$ cat config.mk
export PLATFORM = sky130hd
export DESIGN_NAME = sd_cmd_line
export DESIGN_NICKNAME = d
export VERILOG_FILES = /design/src/rtl/sd_cmd_line.sv
export SDC_FILE = /design/constraint.sdc
export NUM_CORES = 1
export LEC_CHECK = 0
export CORE_UTILIZATION = 59
export DETAILED_ROUTE_END_ITERATION = 8
export HOLD_SLACK_MARGIN = 0.02
export PLACE_DENSITY_LB_ADDON = 0.3
export SETUP_SLACK_MARGIN = 0.2
export SYNTH_ARGS = -nofsm -noshare
export SYNTH_HDL_FRONTEND = slang
export SYNTH_SLANG_ARGS = --single-unit
$ cat constraint.sdc
create_clock -name clk -period 18.2 [get_ports clk]
set_input_delay 2.73 -clock clk [delete_from_list [all_inputs] [get_ports clk]]
set_output_delay 2.73 -clock clk [all_outputs]
set_load 0.02 [all_outputs]
$ cat src/rtl/sd_cmd_line.sv
module sd_cmd_line #(
  parameter int RESP_TIMEOUT = 64
) (
  input  logic        clk,
  input  logic        rst_n,
  input  logic        cmd_valid,
  input  logic [5:0]  cmd_index,
  input  logic [31:0] cmd_arg,
  input  logic        expect_long,
  input  logic        check_crc,
  input  logic        line_in,
  output logic        line_out,
  output logic        line_oe,
  output logic        ack,
  output logic        rx_active,
  output logic        rx_valid,
  output logic        rx_err,
  output logic [5:0]  rx_index,
  output logic [31:0] rx_arg,
  output logic [7:0]  id_mid,
  output logic [15:0] id_oid,
  output logic [39:0] id_name,
  output logic [7:0]  id_rev,
  output logic [31:0] id_serial,
  output logic [11:0] id_date
);
  localparam int SHORT_LEN = 48;
  localparam int LONG_LEN  = 136;
  localparam int CNT_MAX   = (RESP_TIMEOUT > LONG_LEN) ? RESP_TIMEOUT : LONG_LEN;
  localparam int CW        = $clog2(CNT_MAX + 1);

  typedef enum logic [1:0] {S_IDLE, S_TX, S_WAIT, S_RX} state_t;

  state_t                state;
  logic [CW-1:0]         cnt;
  logic [SHORT_LEN-1:0]  tx_sr;
  logic [LONG_LEN-1:0]   rx_sr;
  logic                  long_q, chk_q;

  function automatic logic [6:0] crc7(input logic [119:0] d, input int n);
    logic [6:0] c;
    logic       fb;
    c = '0;
    for (int i = 0; i < 120; i++) begin
      if (i < n) begin
        fb = d[119-i] ^ c[6];
        c  = {c[5:0], 1'b0};
        if (fb) c = c ^ 7'h09;
      end
    end
    return c;
  endfunction

  logic [39:0]         tx_body;
  logic [6:0]          tx_crc;
  logic [LONG_LEN-1:0] rx_next;
  logic                short_ok, long_ok, rx_ok, last_bit;

  assign tx_body = {1'b0, 1'b1, cmd_index, cmd_arg};
  assign tx_crc  = crc7({tx_body, 80'b0}, 40);
  assign rx_next = {rx_sr[LONG_LEN-2:0], line_in};

  assign short_ok = !rx_next[46] && rx_next[0] &&
                    (!chk_q || crc7({rx_next[47:8], 80'b0}, 40) == rx_next[7:1]);
  assign long_ok  = !rx_next[134] && rx_next[0] && (rx_next[133:128] == 6'h3F) &&
                    (!chk_q || crc7(rx_next[127:8], 120) == rx_next[7:1]);
  assign rx_ok    = long_q ? long_ok : short_ok;
  assign last_bit = long_q ? (cnt == CW'(LONG_LEN - 1)) : (cnt == CW'(SHORT_LEN - 1));

  assign line_oe   = (state == S_TX);
  assign line_out  = line_oe ? tx_sr[SHORT_LEN-1] : 1'b1;
  assign ack       = line_oe && (cnt == CW'(SHORT_LEN - 1));
  assign rx_active = (state == S_RX);

  always_ff @(posedge clk or negedge rst_n) begin
    if (!rst_n) begin
      state     <= S_IDLE;
      cnt       <= '0;
      tx_sr     <= '0;
      rx_sr     <= '0;
      long_q    <= 1'b0;
      chk_q     <= 1'b0;
      rx_valid  <= 1'b0;
      rx_err    <= 1'b0;
      rx_index  <= '0;
      rx_arg    <= '0;
      id_mid    <= '0;
      id_oid    <= '0;
      id_name   <= '0;
      id_rev    <= '0;
      id_serial <= '0;
      id_date   <= '0;
    end else begin
      rx_valid <= 1'b0;
      rx_err   <= 1'b0;
      case (state)
        S_IDLE: begin
          if (cmd_valid) begin
            tx_sr  <= {tx_body, tx_crc, 1'b1};
            cnt    <= '0;
            long_q <= expect_long;
            chk_q  <= check_crc;
            state  <= S_TX;
          end
        end
        S_TX: begin
          tx_sr <= {tx_sr[SHORT_LEN-2:0], 1'b0};
          if (cnt == CW'(SHORT_LEN - 1)) begin
            cnt   <= '0;
            state <= S_WAIT;
          end else begin
            cnt <= cnt + 1'b1;
          end
        end
        S_WAIT: begin
          if (!line_in) begin
            rx_sr <= '0;
            cnt   <= CW'(1);
            state <= S_RX;
          end else if (cnt == CW'(RESP_TIMEOUT - 1)) begin
            rx_err <= 1'b1;
            cnt    <= '0;
            state  <= S_IDLE;
          end else begin
            cnt <= cnt + 1'b1;
          end
        end
        S_RX: begin
          rx_sr <= rx_next;
          if (last_bit) begin
            cnt   <= '0;
            state <= S_IDLE;
            if (rx_ok) begin
              rx_valid <= 1'b1;
              if (long_q) begin
                id_mid    <= rx_next[127:120];
                id_oid    <= rx_next[119:104];
                id_name   <= rx_next[103:64];
                id_rev    <= rx_next[63:56];
                id_serial <= rx_next[55:24];
                id_date   <= rx_next[19:8];
              end else begin
                rx_index <= rx_next[45:40];
                rx_arg   <= rx_next[39:8];
              end
            end else begin
              rx_err <= 1'b1;
            end
          end else begin
            cnt <= cnt + 1'b1;
          end
        end
        default: state <= S_IDLE;
      endcase
    end
  end
endmodule

[Word-level counts from Yosys, hierarchy flattened]
Cells that the tools add are included.
Operators by class
  add/sub/neg operators: 1
  equal/unequal tests: 14
  reductions and logical operators: 20
  shifts and indexed selects: 0
  bitwise logic cells: 391
  div/mod/pow operators: 0
  $mul: 0
  magnitude comparators: 0
  mux-type cells: 225
Operators by type and width (count)
  $mux W4: 198
  $not A2 Y2: 195
  $pmux W134 S2: 1
  $xor A1 B1 Y1: 186
  $mux W134: 1
  $pmux W48 S2: 1
  $mux W48: 1
  $mux W8: 5
  $pmux W8 S4: 1
  $eq A8 B6 Y1 const B: 2
  $eq A7 B7 Y1: 2
  $reduce_and A4 Y1: 3
  $mux W1: 10
  $mux W2: 5
  $xor A1 B1 Y1 const B: 9
  $add A8 B1 Y8 const B: 1
  $eq A8 B8 Y1 const B: 1
  $pmux W2 S4: 1
  $eq A6 B6 Y1 const B: 1
  $logic_and A1 B1 Y1: 6
  $reduce_and A2 Y1: 3
  $eq A2 B2 Y1 const B: 2
  $ne A2 B1 Y1 const B: 2
  $ne A2 B2 Y1 const B: 2
  other kinds (8): 12
Word-level totals
  bits in writable memories: 0
  flip-flop bits (word level): 350
  memories: 0
  input port bits: 44
  output and inout bits: 160
  logic and storage cells: 667
  memory bits (read-only): 0
  bits in latches: 0

[Depth between registers and ports, before layout]
Gate-level depths: netlist (run 1).
  word-level depth: 246
  depth in mapped cells: 19
  mapped depth without buffers: 15

[Least setup slack after synthesis (run 1)]
No wires, ideal clock.
  path kind: reg2reg
  start: register rx_sr[121]
  end: register id_mid[0]
  data arrival time: 5722 ps
  library setup time: 125 ps
  slack: 12353 ps
  path buffers: 3
  clock period less this slack: 5847 ps
  required time: 18075 ps
  stages on the path, launching flop included: 18
  path through: dfrtp_1 > xnor3_1 > xnor3_2 > xnor3_1 > xor3_2 > xor3_1 > xnor3_2 > xor3_1 > xnor3_1 > xor2_1 > mux2i_1 > o2111ai_1 > o21a_1 > or3b_1 > buf_2 > buf_6 > buf_6 > mux2_4
On the way
  cells in the longest elaborated chain, start to end: 105
  elaborated cells on any way between the ends: 329
  classes of those cells: 1 x eq/ne; 116 x mux; 209 x bitwise; 3 x reduce/logical
RTL lines
  start: declaration: RTL line 37  | logic [LONG_LEN-1:0] rx_sr;
  start signal: assignment: RTL line 129  | rx_sr <= rx_next;
  $xor A1 B1 Y1 (*): RTL line 46  | fb = d[119-i] ^ c[6];
  $mux W4 (*): RTL line 48  | if (fb) c = c ^ 7'h09;
  $mux W4 (2 in a row): RTL line 48
  $not A2 Y2 (no line)
  $mux W4: RTL line 48
  $xor A1 B1 Y1: RTL line 46
  $mux W4 (3 in a row): RTL line 48
  $not A2 Y2 (no line)
  [... 84 more ...]
  $mux W4: RTL line 48
  $xor A1 B1 Y1: RTL line 46
  $mux W4 (3 in a row): RTL line 48
  $eq A7 B7 Y1 (*): RTL line 66  | (!chk_q || crc7(rx_next[127:8], 120) == rx_next[7:1]);
  $logic_or A1 B1 Y1 (*): RTL line 66
  $logic_and A1 B1 Y1 (*): RTL line 65  | assign long_ok = !rx_next[134] && rx_next[0] && (rx_next[133:128] == 6'h3F) &&
  $mux W1 (*): RTL line 67  | assign rx_ok = long_q ? long_ok : short_ok;
  $reduce_and A4 Y1 (no line) (*)
  end signal: assignment: RTL line 136  | id_mid <= rx_next[127:120];
  end: declaration: RTL line 20  | output logic [7:0] id_mid,
Mark *: on every way between the ends. The rest lies on a longest branch, timed or not.
A chain may end at the register's enable or synchronous reset.

[Worst setup path after layout (run 1)]
  start: register rx_sr[121]
  end: register id_rev[7]
On the way
  cells in the longest elaborated chain, start to end: 105
  elaborated cells on any way between the ends: 329
  classes of those cells: 1 x eq/ne; 116 x mux; 209 x bitwise; 3 x reduce/logical
RTL lines
  $xor A1 B1 Y1 (*): RTL line 46
  $mux W4 (*): RTL line 48
  $mux W4 (2 in a row): RTL line 48
  $not A2 Y2 (no line)
  $mux W4: RTL line 48
  $xor A1 B1 Y1: RTL line 46
  $mux W4 (3 in a row): RTL line 48
  $not A2 Y2 (no line)
  [... 84 more ...]
  $mux W4: RTL line 48
  $xor A1 B1 Y1: RTL line 46
  $mux W4 (3 in a row): RTL line 48
  $eq A7 B7 Y1 (*): RTL line 66
  $logic_or A1 B1 Y1 (*): RTL line 66
  $logic_and A1 B1 Y1 (*): RTL line 65
  $mux W1 (*): RTL line 67
  $reduce_and A4 Y1 (no line) (*)
  end signal: assignment: RTL line 139  | id_rev <= rx_next[63:56];
  end: declaration: RTL line 23  | output logic [7:0] id_rev,
Marked as above.

==> qor.csv, run 1 <==
metric,value,unit
status,"complete, no violations",
dr.first_iter.drc_count,686,
grt_pass1_vias,11572,
tightest_slew,1.25,ns
grt_max_degree,127,
seqCellArea,8760,sq um
syn_inst,1356,
multi_input_area,8680,sq um
clock_latency,0.52,ns
power.leakage,10.0,nW
yosys_register_bits,350,
postCtsSetupRepairBufs,0,
crit_required,18.59,ns
finalSetupTns,0,ns
die_width,176,um
peakVddDrop,0.0000631,V
finish.utilization,72.1,%
htree_num_levels,2,
synth.distinct_cells,48,
maxCapViolCount,0,
final_area,21400,sq um
power.density,95.9,nW/um^2
drt_first_pass_iters,5,
cp.arrival,7.62,ns
fill_cells,2001,
antenna_found_initial,0,
area_growth,20.0,%
syn-num-nets,1401,
grt_pass1_wl,61.7,mm
rrSetupSlack,10.98,ns
gr-total-overflow,0,
core_area,29600,sq um
synth_seq_area_share,49.2,%
hp-class,reg2reg,
routed_wl,37.4,mm
cts_hold_buf,0,
rows,63,
vias,10999,
ys_top_cells_by_area,"dfrtp_1 (49%), xnor2_1 (12%), mux2_2 (7.3%), xnor3_1 (7.3%), a22o_1 (6.5%)",
ioPinCount,204,
cts.clk_slew.worst_paths,0.06,ns
yosys_warnings,0,
ys_dominant_reg_cell,dfrtp_1,
end_kind,flop,
rsz0062_at_grt,false,
synth.top_cells.by_count,"dfrtp_1 (350), xnor2_1 (236), a22o_1 (133)",
grtUsageTotal,25.0,%
worstSetupStartpointType,flop,
timing.slew.headroom,16.8,%
clockBufferDepth,3,
setup_viol_count_final,0,
routedWlPerCell,19.2,um
synth_top_area_share,49.2,%
yosys.area.top_type,dfrtp_1,
period_share,39.7,%
cts_tree,done,
initial_core_util,60.1,%
finalMaxSlewViolations,0,
io_buffers,203,
placed_area,20100,sq um
num_antenna_cells,0,
drc,0,
synth_edf_count,0,
hold_viol_final,0,
drtAntennaViolNets,0,
cts_resized,0,
gp_congestion,0.843,
cts_root_buffer,clkbuf_16,
fmax,138,MHz
die_area,30900,sq um
dieHeight,176,um
layout-drive-gt1-share,15.5,%
clock_sinks,350,
yosysMostFrequentCell,dfrtp_1,
syn_area,17800,sq um
fin_crit,7.22,ns
num-nets-final,1572,
skew,0.0177,ns
worst-path-max-fanout,65,
async_reset_ff_share,100,%
viasPerCell,5.66,
critPathKind,reg2reg,
syn-mean-instance-area,13.1,sq um
cts_buffers,38,
dp_hpwl,25.4,mm
==> stage by stage <==
| stage | total power, mW | hold WS, ns | instances | setup slack (ns) |
|---|---|---|---|---|
| final | 2.05 | 0.490 | 1945 | 10.98 |
| after CTS | 2.07 | 0.487 | 1945 | 10.96 |
| after floorplan | 1.19 | 0.439 | 1356 | 12.35 |
| after global routing | 2.14 | 0.521 | 1945 | 10.65 |
| after global placement | 1.27 | 0.469 | 1877 | 11.17 |
| after detailed placement | 1.28 | 0.468 | 1877 | 10.98 |
==> path summary, 6_finish.rpt <==
check	start	end	cells after the start
setup / recovery	rx_sr[121]$_DFFE_PN0P_	id_rev[7]$_DFFE_PN0P_	16
min in group asynchronous	rst_n	id_name[16]$_DFFE_PN0P_	1
max in group asynchronous	rst_n	tx_sr[22]$_DFFE_PN0P_	3
hold reg to reg	tx_sr[0]$_DFFE_PN0P_	tx_sr[0]$_DFFE_PN0P_	2
setup reg to reg	rx_sr[121]$_DFFE_PN0P_	id_rev[7]$_DFFE_PN0P_	16
hold / removal	tx_sr[0]$_DFFE_PN0P_	tx_sr[0]$_DFFE_PN0P_	2
==> cells by family (layout without fill, tap and decap cells) <==
family	after synthesis	count (layout)	synth area share, %
muxes	159	159	10.9
AOI/OAI and AO/OA	221	221	9.59
and+or+nand+nor	158	158	3.77
DFF	350	350	49.2
buffers and inverters	87	286	2.13
xor gates and xnor gates	380	380	24.4
adders and majority gates	1	1	0.0703
==> final cells by class <==
cell class | instances | area share [%]
repair buffers | 213 | 9.89
inverters | 5 | 0.0996
clock inverters | 11 | 0.674
clock buffers | 57 | 5.41
multi-input cells | 919 | 40.7
well taps | 390 | 2.28
flip-flops and latches | 350 | 41.0
==> placed cells by master, fill, tap and decap left out, types with 4 or more instances in the layout <==
cell	n
a21oi_1	8
a22o_1	133
mux2_2	116
clkbuf_8	7
xnor2_1	236
nand3_1	6
xor2_1	70
clkbuf_16	41
nor3_1	7
clkbuf_1	9
xor3_1	8
o21ai_0	21
inv_1	4
nor2_1	96
xnor2_2	4
nand2_1	25
buf_4	10
nand2b_1	8
xnor3_1	58
clkinv_2	4
o22ai_1	39
clkdlybuf4s50_1	202
mux2_4	40
dfrtp_1	350
and3_1	4
a22oi_1	6
==> power by group <==
part | total (mW) | internal (mW) | switching (mW)
sequential | 0.797 | 0.784 | 0.0134
combinational | 0.466 | 0.239 | 0.227
clock | 0.786 | 0.483 | 0.303
==> metal layers <==
metal  routed length [um]  GRT usage [%]
met5                    0              0
met4                  629           6.05
met3                 1490           3.53
met2                18400           41.8
met1                16900           34.7
==> registers in the layout, summed over array words and instances (netlist names) <==
register / flops
chk_q: 1
long_q: 1
id_mid: 8
id_date: 12
rx_index: 6
state: 2
rx_err: 1
rx_sr: 134
rx_valid: 1
id_rev: 8
id_serial: 32
cnt: 8
id_oid: 16
id_name: 40
rx_arg: 32
tx_sr: 48
==> worst max-delay path, cell delays in order, from the launching register on <==
cell and delay (ns):
dfrtp_1 0.46, xnor3_1 0.53, xnor3_1 0.46, xnor2_2 0.35, xnor3_1 0.57, xnor2_1 0.19, xnor2_1 0.30, xnor3_1 0.55
xor3_1 0.38, xnor3_1 0.43, xnor3_1 0.24, o21ai_1 0.16, xnor2_1 0.13, o21a_1 0.22, or3b_4 0.82, buf_4 0.83
mux2_2 0.42
No activity file was read; power rests on OpenSTA's default activity.
==> run 2, diff against run 1 <==
--- a/config.mk
+++ b/config.mk
@@ -5,7 +5,7 @@
 export SDC_FILE = /design/constraint.sdc
 export NUM_CORES = 1
 export LEC_CHECK = 0
-export CORE_UTILIZATION = 59
+export CORE_UTILIZATION = 51
 export DETAILED_ROUTE_END_ITERATION = 8
 export HOLD_SLACK_MARGIN = 0.02
 export PLACE_DENSITY_LB_ADDON = 0.3
==> constraint.sdc (replaced) <==
create_clock -name clk -period 6 [get_ports clk]
set_input_delay 0.9 -clock clk [delete_from_list [all_inputs] [get_ports clk]]
set_output_delay 0.9 -clock clk [all_outputs]
set_load 0.02 [all_outputs]
==> run 2 against run 1 <==
Final cell count up 6.3%; non-clock buffer count grew 57; hold slack lost 0.10 ns; register-to-register slack got worse by 11 ns; combinational power increased to 3.1 times the previous value; maximum frequency is 24% higher; total power increased to 3.1 times the previous value; count of clock-buffer cells in the layout shrank 1; die area up 16%; utilization down 7.0 points; worst setup slack worse by 11 ns; critical endpoint is now id_serial[30]$_DFFE_PN0P_; largest power group unchanged.
==> qor.csv, run 2 (synthesized netlist as in run 1, its figures left out) <==
metric,value,unit
dp_hpwl,26.0,mm
gp_congestion,0.851,
cts_buffers,37,
skew,0.0228,ns
mostFrequentLayoutCells,"dfrtp_1 (344), xnor2_1 (214), clkdlybuf4s50_1 (202), a22o_1 (133), mux2_2 (116)",
crit_required,6.38,ns
grt_pass1_wl,63.1,mm
cp_common_cell,xnor2_1,
clock_latency,0.52,ns
fill_cells,2545,
rrSetupSlack,0.19,ns
vias,11192,
worstSetupStartpointType,flop,
setup_viol_count_final,0,
num-nets-final,1628,
tightest_slew,1.05,ns
largestRegisters,"rx_sr (134), tx_sr (48), id_name (40)",
ioPinCount,204,
cts.clk_slew.worst_paths,0.06,ns
multi_input_area,9030,sq um
cpPeakStageDelay,0.47,ns
clockBufferDepth,3,
finalMaxSlewViolations,0,
routedWlPerCell,19.4,um
power.leakage,10.5,nW
top_register,rx_sr,
num_antenna_cells,0,
grtUsageTotal,22.1,%
antenna_found_initial,0,
die_area,35700,sq um
cp_cell_sequence,"xnor3_1, buf_4, xnor2_2, xnor2_1, xnor2_1, xnor2_1, buf_4, xnor2_2, xnor3_2, xor3_1, xnor3_1, xor2_1, mux2i_1, o2111ai_1, o21a_1, or3b_4, buf_12, mux2_2",
hold_viol_final,0,
core_area,34500,sq um
dieHeight,189,um
final_area,22400,sq um
placed_area,20300,sq um
critPathKind,reg2reg,
period_share,96.8,%
cts_root_buffer,clkbuf_16,
rr_endpoint,id_serial[30]$_DFFE_PN0P_,
layout_commonest_cell,dfrtp_1,
die_width,189,um
seqCellArea,8770,sq um
fin_crit,5.81,ns
cp_slowest_cell,xnor3_2,
worst-path-max-fanout,62,
fmax,172,MHz
finalSetupTns,0,ns
htree_num_levels,2,
rows,68,
timing.hold.ws,0.390,ns
grt_pass1_vias,11342,
drc,0,
maxCapViolCount,0,
clock_sinks,350,
initial_core_util,51.7,%
power.density,279,nW/um^2
dr.first_iter.drc_count,622,
cp.arrival,6.19,ns
routed_wl,40.1,mm
rsz0062_at_grt,true,
area_growth,25.9,%
end_kind,flop,
viasPerCell,5.41,
largest_reg_flops,134,
status,"complete, no violations",
cts_tree,done,
peakVddDrop,0.000199,V
r2r-start,rx_sr[125]$_DFFE_PN0P_,
io_buffers,203,
hp-class,in2async,
grt_max_degree,177,
gr-total-overflow,0,
drt_first_pass_iters,6,
layout-drive-gt1-share,22.1,%
drtAntennaViolNets,0,
ff2ff_path_depth,18,
timing.slew.headroom,29.7,%
==> run 2: cell types whose count changed in the layout (fill, tap and decap cells not counted), sizes merged <==
cell,delta
buf,+53
clkbuf,+3
clkinv,-3
clkinvlp,+2
inv,+2
==> run 2: per-stage QoR <==
step | cells | setup slack (ns) | utilization, % | power (mW)
final | 2067 | 0.192 | 65.1 | 6.25
after global placement | 1956 | 0.0753 | 58.9 | 3.86
after CTS | 2039 | 0.202 | 63.6 | 6.31
after detailed placement | 1956 | -0.0341 | 58.9 | 3.88
after global routing | 2067 | 0.0282 | 65.1 | 6.54
after floorplan | 1356 | 0.280 | - | 3.61
==> run 2: layer usage <==
metal	wire, um	track usage [%]	up-vias
met3	1700	3.61	46
met2	19500	35.8	247
met4	629	4.34	0
li1	-	-	5189
met5	0	0	-
met1	18300	31.5	5710
==> run 2: worst max-delay path by stage <==
| stage | endpoint | depth (start not counted) | slack, ns | from |
|---|---|---|---|---|
| 2_1_floorplan | id_mid[0]$_DFFE_PN0P_ | 18 | 0.28 | rx_sr[121]$_DFFE_PN0P_ |
| 3_3_place_gp | id_name[21]$_DFFE_PN0P_ | 16 | 0.08 | rx_sr[125]$_DFFE_PN0P_ |
| 3_5_place_dp | id_oid[2]$_DFFE_PN0P_ | 16 | -0.03 | rx_sr[125]$_DFFE_PN0P_ |
| 4_1_cts | id_mid[2]$_DFFE_PN0P_ | 17 | 0.20 | rx_sr[115]$_DFFE_PN0P_ |
| 5_1_grt | rx_arg[28]$_DFFE_PN0P_ | 20 | 0.03 | rx_sr[125]$_DFFE_PN0P_ |
| 6_report | id_serial[30]$_DFFE_PN0P_ | 18 | 0.19 | rx_sr[125]$_DFFE_PN0P_ |
==> run 2: report_power, final <==
group	internal, mW	total (mW)	switching (mW)
Clock	1.46	2.39	0.933
Sequential	2.38	2.42	0.0406
Combinational	0.747	1.44	0.694
Total	4.58	6.25	1.67
==> run 2: final cells by class <==
| type | count | share of cell area, % |
|---|---|---|
| Sequential cell | 350 | 39.1 |
| Tap cell | 455 | 2.54 |
| Clock buffer | 56 | 5.13 |
| Inverter | 5 | 0.0949 |
| Timing Repair Buffer | 270 | 12.2 |
| Multi-Input combinational cell | 919 | 40.3 |
| Clock inverter | 12 | 0.681 |
==> run 2: critical path, delay by kind of cell, from the launching register on <==
| kind | cells | cell delay [ns] |
|---|---|---|
| xor gates and xnor gates | 10 | 3.25 |
| buffers and inverters | 3 | 0.55 |
| muxes | 2 | 0.54 |
| DFF | 1 | 0.44 |
| and+or+nand+nor | 1 | 0.44 |
| AOI/OAI and AO/OA | 2 | 0.35 |
==> run 2: what timing repair did <==
item / CTS / global route
gates resized for setup: 40 / 33
gates cloned: 1 / 6
buffers inserted: 14 / 22
pin swaps: 25 / 15
endpoints found under the setup margin: 154 / 154
hold buffers: 0 / 0
